===== src/rtl/bst_pkg.sv =====
package bst_pkg;

  typedef enum logic {ST_IDLE, ST_RUN} bst_state_t;

  // Strobes from control to datapath, one cycle each
  typedef struct packed {
    logic init;     // latch source and destination into the walkers
    logic memStep;  // advance the off-chip pattern walker
    logic spStep;   // advance the scratchpad pointer
    logic rdReq;    // issue an off-chip read
    logic wrReq;    // issue an off-chip write
    logic spWr;     // write a returned word to the scratchpad
    logic spRd;     // read a word from the scratchpad
  } bst_strobe_t;

endpackage


===== src/rtl/bst_datapath.sv =====
module bst_datapath
  import bst_pkg::*;
#(
  parameter int ADDR_W = 32,
  parameter int DATA_W = 32,
  parameter int LEN_W  = 16,
  parameter int OUT_W  = 6
) (
  input  logic                  clk,
  input  logic                  rstN,
  input  logic                  busy,
  input  logic                  cfgWe,
  input  logic [2:0]            cfgSel,
  input  logic [DATA_W-1:0]     cfgData,
  input  bst_strobe_t           strb,
  output logic [2*LEN_W-1:0]    totalBeats,
  output logic [OUT_W-1:0]      outLimit,
  output logic                  dirStore,
  output logic                  isEmpty,
  output logic                  memReqValid,
  output logic                  memReqWrite,
  output logic [ADDR_W-1:0]     memReqAddr,
  output logic [DATA_W-1:0]     memReqWdata,
  input  logic [DATA_W-1:0]     memRespRdata,
  output logic                  spWe,
  output logic                  spRe,
  output logic [ADDR_W-1:0]     spAddr,
  output logic [DATA_W-1:0]     spWdata,
  input  logic [DATA_W-1:0]     spRdata
);

  localparam int TOT_W = 2 * LEN_W;

  logic [ADDR_W-1:0] srcReg, dstReg, strideReg;
  logic [LEN_W-1:0]  wordsReg, blocksReg;
  logic [OUT_W-1:0]  capReg;
  logic              dirReg;

  logic [ADDR_W-1:0] blkBase, spPtr;
  logic [LEN_W-1:0]  wordIdx;
  logic              blockEnd;

  // Configuration fields, frozen while a transfer runs
  always_ff @(posedge clk or negedge rstN) begin
    if (!rstN) begin
      srcReg    <= '0;
      dstReg    <= '0;
      strideReg <= '0;
      wordsReg  <= '0;
      blocksReg <= '0;
      capReg    <= '0;
      dirReg    <= 1'b0;
    end else if (cfgWe && !busy) begin
      case (cfgSel)
        3'd0:    srcReg    <= cfgData[ADDR_W-1:0];
        3'd1:    dstReg    <= cfgData[ADDR_W-1:0];
        3'd2:    wordsReg  <= cfgData[LEN_W-1:0];
        3'd3:    blocksReg <= cfgData[LEN_W-1:0];
        3'd4:    strideReg <= cfgData[ADDR_W-1:0];
        3'd5:    dirReg    <= cfgData[0];
        3'd6:    capReg    <= cfgData[OUT_W-1:0];
        default: ;
      endcase
    end
  end

  assign totalBeats = TOT_W'(wordsReg) * TOT_W'(blocksReg);
  assign outLimit   = capReg;
  assign dirStore   = dirReg;
  assign isEmpty    = (wordsReg == '0) || (blocksReg == '0) || (strideReg == '0);

  // Pattern walker: block base plus word offset, no per-beat multiply
  assign blockEnd = (wordIdx == wordsReg - LEN_W'(1));

  always_ff @(posedge clk or negedge rstN) begin
    if (!rstN) begin
      blkBase <= '0;
      wordIdx <= '0;
      spPtr   <= '0;
    end else begin
      if (strb.init) begin
        blkBase <= srcReg;
        wordIdx <= '0;
      end else if (strb.memStep) begin
        if (blockEnd) begin
          blkBase <= blkBase + strideReg;
          wordIdx <= '0;
        end else begin
          wordIdx <= wordIdx + LEN_W'(1);
        end
      end
      if (strb.init)        spPtr <= dstReg;
      else if (strb.spStep) spPtr <= spPtr + ADDR_W'(1);
    end
  end

  assign memReqValid = strb.rdReq | strb.wrReq;
  assign memReqWrite = strb.wrReq;
  assign memReqAddr  = blkBase + ADDR_W'(wordIdx);
  assign memReqWdata = spRdata;
  assign spWe        = strb.spWr;
  assign spRe        = strb.spRd;
  assign spAddr      = spPtr;
  assign spWdata     = memRespRdata;

endmodule


===== src/rtl/bst_ctrl.sv =====
module bst_ctrl
  import bst_pkg::*;
#(
  parameter int TOT_W = 32,
  parameter int OUT_W = 6
) (
  input  logic             clk,
  input  logic             rstN,
  input  logic             start,
  input  logic             dirStore,
  input  logic             isEmpty,
  input  logic             memRespValid,
  input  logic [TOT_W-1:0] totalBeats,
  input  logic [OUT_W-1:0] outLimit,
  output bst_strobe_t      strb,
  output logic             busy,
  output logic             done
);

  bst_state_t       state;
  logic [TOT_W-1:0] issued, completed, inFlight;
  logic [OUT_W-1:0] limEff;
  logic             rdPend, moreToIssue, beat, lastBeat, issueNow;

  always_comb begin
    limEff      = (outLimit == '0) ? OUT_W'(1) : outLimit;
    inFlight    = issued - completed;
    moreToIssue = issued < totalBeats;
    strb        = '0;
    beat        = 1'b0;
    if (state == ST_IDLE) begin
      strb.init = start && !isEmpty;
    end else if (!dirStore) begin
      strb.rdReq   = moreToIssue && (inFlight < TOT_W'(limEff));
      strb.memStep = strb.rdReq;
      strb.spWr    = memRespValid;
      strb.spStep  = memRespValid;
      beat         = memRespValid;
    end else begin
      strb.spRd    = moreToIssue;
      strb.spStep  = moreToIssue;
      strb.wrReq   = rdPend;
      strb.memStep = rdPend;
      beat         = rdPend;
    end
    issueNow = strb.rdReq | strb.spRd;
    lastBeat = beat && (completed == totalBeats - TOT_W'(1));
  end

  assign busy = (state == ST_RUN);

  always_ff @(posedge clk or negedge rstN) begin
    if (!rstN) begin
      state     <= ST_IDLE;
      issued    <= '0;
      completed <= '0;
      rdPend    <= 1'b0;
      done      <= 1'b0;
    end else if (state == ST_IDLE) begin
      if (start) begin
        done      <= isEmpty;
        state     <= isEmpty ? ST_IDLE : ST_RUN;
        issued    <= '0;
        completed <= '0;
        rdPend    <= 1'b0;
      end
    end else begin
      if (issueNow) issued    <= issued + TOT_W'(1);
      if (beat)     completed <= completed + TOT_W'(1);
      rdPend <= strb.spRd;
      if (lastBeat) begin
        state <= ST_IDLE;
        done  <= 1'b1;
      end
    end
  end

endmodule


===== src/rtl/block_stride_dma.sv =====
module block_stride_dma
  import bst_pkg::*;
#(
  parameter int ADDR_W = 32,
  parameter int DATA_W = 32,
  parameter int LEN_W  = 16,
  parameter int OUT_W  = 6
) (
  input  logic              clk,
  input  logic              rstN,
  input  logic              cfgWe,
  input  logic [2:0]        cfgSel,
  input  logic [DATA_W-1:0] cfgData,
  input  logic              start,
  output logic              busy,
  output logic              done,
  output logic              memReqValid,
  output logic              memReqWrite,
  output logic [ADDR_W-1:0] memReqAddr,
  output logic [DATA_W-1:0] memReqWdata,
  input  logic              memRespValid,
  input  logic [DATA_W-1:0] memRespRdata,
  output logic              spWe,
  output logic              spRe,
  output logic [ADDR_W-1:0] spAddr,
  output logic [DATA_W-1:0] spWdata,
  input  logic [DATA_W-1:0] spRdata
);

  localparam int TOT_W = 2 * LEN_W;

  bst_strobe_t      strb;
  logic [TOT_W-1:0] totalBeats;
  logic [OUT_W-1:0] outLimit;
  logic             dirStore, isEmpty;

  bst_ctrl #(.TOT_W(TOT_W), .OUT_W(OUT_W)) u_ctrl (
    .clk          (clk),
    .rstN         (rstN),
    .start        (start),
    .dirStore     (dirStore),
    .isEmpty      (isEmpty),
    .memRespValid (memRespValid),
    .totalBeats   (totalBeats),
    .outLimit     (outLimit),
    .strb         (strb),
    .busy         (busy),
    .done         (done)
  );

  bst_datapath #(.ADDR_W(ADDR_W), .DATA_W(DATA_W), .LEN_W(LEN_W), .OUT_W(OUT_W)) u_dp (
    .clk          (clk),
    .rstN         (rstN),
    .busy         (busy),
    .cfgWe        (cfgWe),
    .cfgSel       (cfgSel),
    .cfgData      (cfgData),
    .strb         (strb),
    .totalBeats   (totalBeats),
    .outLimit     (outLimit),
    .dirStore     (dirStore),
    .isEmpty      (isEmpty),
    .memReqValid  (memReqValid),
    .memReqWrite  (memReqWrite),
    .memReqAddr   (memReqAddr),
    .memReqWdata  (memReqWdata),
    .memRespRdata (memRespRdata),
    .spWe         (spWe),
    .spRe         (spRe),
    .spAddr       (spAddr),
    .spWdata      (spWdata),
    .spRdata      (spRdata)
  );

endmodule


===== config.mk =====
export PLATFORM = sky130hd
export DESIGN_NAME = block_stride_dma
export DESIGN_NICKNAME = d
export VERILOG_FILES = /design/src/rtl/bst_pkg.sv /design/src/rtl/bst_datapath.sv /design/src/rtl/bst_ctrl.sv /design/src/rtl/block_stride_dma.sv
export SDC_FILE = /design/constraint.sdc
export NUM_CORES = 1
export LEC_CHECK = 0
export BUFFER_PORTS_ARGS = -buffer_cell sky130_fd_sc_hd__buf_2
export CAP_MARGIN = 10
export CORE_MARGIN = 1.5
export CORE_UTILIZATION = 61
export CTS_BUF_LIST = sky130_fd_sc_hd__clkbuf_2
export CTS_CLUSTER_SIZE = 8
export DETAILED_ROUTE_END_ITERATION = 16
export PLACE_DENSITY = 0.91
export SLEW_MARGIN = 30
export SYNTH_ARGS = -nofsm -noshare
export SYNTH_HDL_FRONTEND = slang
export SYNTH_SLANG_ARGS = --single-unit

===== constraint.sdc =====
create_clock -name clk -period 32.6 [get_ports clk]
set_input_delay 6.52 -clock clk [delete_from_list [all_inputs] [get_ports clk]]
set_output_delay 6.52 -clock clk [all_outputs]
set_load 0.02 [all_outputs]

Yosys cells after proc, flatten, opt, wreduce, memory -nomap -nowiden
Cells that the tools add are included.
- multipliers: 1
- bitwise gates (word level): 2
- mux-type cells: 32
- eq/ne operators: 11
- reductions and logical operators: 28
- order comparisons: 2
- add/sub/neg operators: 9
- operator list (kind ; count):
    $mux 32 ; 10
    $add 32x1->32 const B ; 3
    $mux 16 ; 3
    $add 32x16->32 ; 1
    $add 32x32->32 ; 1
    $eq 32x32->1 ; 1
    $logic_not 16->1 ; 2
    $logic_not 32->1 ; 1
    $lt 32x32->1 ; 1
    $lt 32x6->1 ; 1
    $mul 16x16->32 ; 1
    $sub 32x1->32 const B ; 1
    $sub 32x32->32 ; 1
    $reduce_and 2->1 ; 11
    $add 16x1->16 const B ; 1
    $eq 16x16->1 ; 1
    $mux 1 ; 16
    $sub 16x1->16 const B ; 1
    $mux 6 ; 2
    $eq 3x3->1 const B ; 3
    $reduce_bool 2->1 ; 4
    $eq 3x2->1 const B ; 2
    $logic_not 6->1 ; 1
    $ne 2x2->1 const B ; 3
    7 further kinds ; 13
- logic and storage cells: 100
- output and inout port bits: 134
- input port bits: 104
- register bits after elaboration: 282

Depth between registers and ports, before layout
- depth after elaboration: 9
- depth in mapped cells: 39
- depth with buffers taken out: 34

Hierarchy
Synthesis repeated with hierarchy kept, for this count alone.
- cells, all modules: 3268
- area total of the unflattened synthesis: 28890.2 um2
- by module, submodules not included (module ; cells each ; times used ; area an instance (um2) ; seq. area each (um2)):
    bst_datapath ; 2219 ; 1 ; 21066.5 ; 5380.2
    bst_ctrl ; 1049 ; 1 ; 7823.8 ; 1676.6

Worst setup path before layout
Ideal clock, no wire load.
- kind: register to output
- from: reg u_dp.wordsReg[9]
- to: out memReqValid
- buffers on the path: 5
- cell stages (with the launch flop): 36
- arrival: 8.709 ns
- required time: 26.080 ns
- setup slack: 17.371 ns
- cells stage by stage: dfrtp_1 > clkbuf_1 > clkbuf_1 > nand2_1 > fa_1 > fa_1 > fa_1 > inv_1 > fa_1 > fa_1 > inv_1 > fa_1 > inv_1 > ha_1 > clkbuf_1 > and4_1 > nand2_1 > or3_1 > o211ai_1 > o21ai_0 > xor2_1 > ha_1 > a21oi_1 > o221ai_1 > a21oi_1 > o21ai_0 > a21oi_1 > nand4_1 > nor4_1 > nand4b_1 > or4_1 > nor2_1 > buf_2 > buf_2 > nor2_1 > inv_1
- cells in the longest elaborated chain, start to end: 6
- RTL lines (element ; line ; text):
    start: declaration ; bst_datapath.sv:35 ; logic [LEN_W-1:0] wordsReg, blocksReg;
    start signal: assignment ; bst_datapath.sv:57 ; 3'd2: wordsReg <= cfgData[LEN_W-1:0];
    $mul 16x16->32 ; bst_datapath.sv:67 ; assign totalBeats = TOT_W'(wordsReg) * TOT_W'(blocksReg);
    $lt 32x32->1 ; bst_ctrl.sv:28 ; moreToIssue = issued < totalBeats;
    $logic_and 1x1->1 ; bst_ctrl.sv:34 ; strb.rdReq = moreToIssue && (inFlight < TOT_W'(limEff));
    $mux 1 ; bst_ctrl.sv:33 ; end else if (!dirStore) begin
    $mux 6 ; bst_ctrl.sv:31 ; if (state == ST_IDLE) begin
    $or 1x1->1 ; bst_datapath.sv:97 ; assign memReqValid = strb.rdReq | strb.wrReq;
    end: declaration ; block_stride_dma.sv:17 ; output logic memReqValid,
No other way between the ends.

Final worst setup path
- from: reg u_dp.wordsReg[5]
- to: out memReqValid
Same word-level chain as after synthesis.

==> results.toml <==
[global_routing]
grt_usage = 0.3407
grt_pass1_vias = 25960
grt_pass1_wl_um = 137000
antenna_found_initial = 3
grt_max_degree = 85
grt.overflow.total = 0

[clocking]
path_clk_slew_ps = 120
cts.sinks = 282
insertion_delay_ps = 1090
root_buffer = "clkbuf_2"
cts_tree = "done"
h-tree-depth = 3
cts_buffers = 75
clock_path_buffers = 3
hold_buffers = 0
cts_setup_buffers = 0
ctsResizeCount = 0

[placed_design]
port_buffers = 109
globalplace.congestion = 0.9927
dp_hpwl_um = 65150

[layout]
area_growth_syn_to_layout_pct = 3.969
drive_gt1_frac = 0.1253
fin_nets = 3954

[synthesis]
yosysSeqAreaShare = 0.2363
yosys.cell_types.count = 90
syn_avg_cell_area_um2 = 8.695
ys_warn_count = 0
synth_area_um2 = 29860
synth_edf_count = 0
syn_inst = 3434
synth_nets = 3959
synth_flop_cell = "dfrtp_1"
ys_seq_elements = 282
async_reset_ff_frac = 1.000

[route]
num_vias = 26620
wirelength_um = 85350
antenna_left = 0
dr.pass1.iters = 7
drtIter0Drc = 3238
post-route-drc-count = 0
routedWlPerCell_um = 20.82
viasPerCell = 6.494

[timing]
slew_headroom = 0.3281
fin_crit_ps = 17370
worst_pin_slew_ps = 1008
clock.fmax_mhz = 57.58
rsz0062_at_grt = "no"
period_share = 0.5327
clock_skew_ps = 128.1
setup_viol = 0
slew_viol_final = 0
finalHoldViolCount = 0
fin_tns_setup_ps = 0

[worst_setup_path]
critPathSlowestCell = "dfrtp_1"
crit_path_start = "u_dp.wordsReg[5]"
slowest_delay_ps = 840
worstPathRequired_ps = 26080
crit_path_start_kind = "flop"
r2r-start = "u_dp.wordsReg[5]"
r2r_cells = 32
endpoint_kind = "output pin"
critPathArrivalTime_ps = 10850
worstPathMaxFanout = 20
critPathKind = "reg2out"

[run_status]
status = "finished clean"

[die]
die_area_um2 = 50280
die_y_um = 224.2
core_um2 = 48050
io_pins = 238
initial_utilization = 0.6214
die_w_um = 224.2
core.rowCount = 80

[worst_hold_path]
hp-start = "u_dp.dstReg[19]"
hold_depth = 2
hold_class = "reg2reg"

[job]
cap_violations = 0
[kinds of logic after synthesis]
kind of cell / synth area share
compound gates: 0.1483
xor+xnor: 0.05624
fa+ha+maj: 0.2260
buf+inv: 0.08264
flops: 0.2363
mux: 0.06009
simple gates: 0.1904
[cell usage after synthesis (all sizes together) (19+ instances only)]
cell type    n  area share
inv        360       0.045
nand2      346       0.043
dfrtp      282        0.24
ha         224       0.094
nor2       204       0.026
fa         197        0.13
o21ai      168       0.028
a21oi      142       0.025
xnor2      136       0.040
mux2       135       0.051
and2       128       0.027
clkbuf     123       0.015
nand3       96       0.017
buf         95       0.022
nor3        93       0.016
nand4       61       0.013
a21o        55       0.014
and3        54       0.011
xor2        53       0.016
nor4        37      0.0078
nand2b      33      0.0069
o21a        29      0.0073
a211oi      28      0.0072
mux2i       27      0.0091
a2111o      21      0.0079
or3         21      0.0044
a31oi       19      0.0040
[flip-flops by register name, summed over array words and instances, names as in the netlist, 6 cells and up]
register / cells
u_dp.wordsReg: 16
u_dp.spAddr: 32
u_dp.outLimit: 6
u_ctrl.completed: 32
u_dp.blocksReg: 16
u_dp.strideReg: 32
u_dp.dstReg: 32
u_dp.srcReg: 32
u_ctrl.issued: 32
u_dp.blkBase: 32
u_dp.wordIdx: 16
[through the flow]
stage	instances	utilization	instance area, µm²	worst slack [ps]	hold WS, ps
floorplan	3434	-	29860	17370	433.1
global placement	3964	0.6304	30290	16660	444.4
detailed placement	3965	0.6309	30310	16500	463.4
CTS	4093	0.6449	30990	15270	417.0
global route	4098	0.6460	31040	14660	440.8
finish	4099	0.6461	31040	15230	452.9
[cell type report]
cell class                      count  area, µm²
Timing Repair Buffer              136      794.5
Fill cell                        3693      17000
Antenna cell                        4      10.01
Multi-Input combinational cell   2572      20380
Clock buffer                      110      550.5
Sequential cell                   282       7057
Tap cell                          615      769.5
Inverter                          362       1359
Clock inverter                     18      122.6
[metal layers]
metal / part of all wire / global-route usage / vias up
met5: 0.00015 / 0 / -
met4: 0.042 / 0.1468 / 2
met3: 0.12 / 0.08361 / 268
met2: 0.45 / 0.5226 / 1691
met1: 0.39 / 0.4605 / 12840
li1: - / - / 11820
[final timing paths]
check,endpoint,slack [ps]
setup / recovery,memReqValid,15230
hold / removal,u_dp.spAddr[19],450
setup reg to reg,u_dp.blkBase[20],21490
hold reg to reg,u_dp.spAddr[19],450
max in group asynchronous,u_dp.srcReg[30],25170
min in group asynchronous,u_dp.wordsReg[4],5450
[worst max-delay path: cells and delay by family, from the launching register on]
kind            cells  cell delay [ps]
compound gates      7             1420
fa+ha+maj           8             4050
xor+xnor            1              470
buf+inv             7              500
simple gates       10             2470
flops               1              840
[placed cells by master, fill, tap and decap left out, drive strengths merged, types with 93 or more instances in the layout]
cell / instances
buf: 136
fa: 197
nand3: 96
nor2: 204
nor3: 93
dfrtp: 282
and2: 128
o21ai: 168
ha: 224
clkbuf: 110
nand2: 346
a21oi: 142
inv: 361
mux2: 135
xnor2: 136
Power is left out: the tool's default activity adds up to more than one toggle a clock period on the data nets, which glitch-free logic cannot reach.
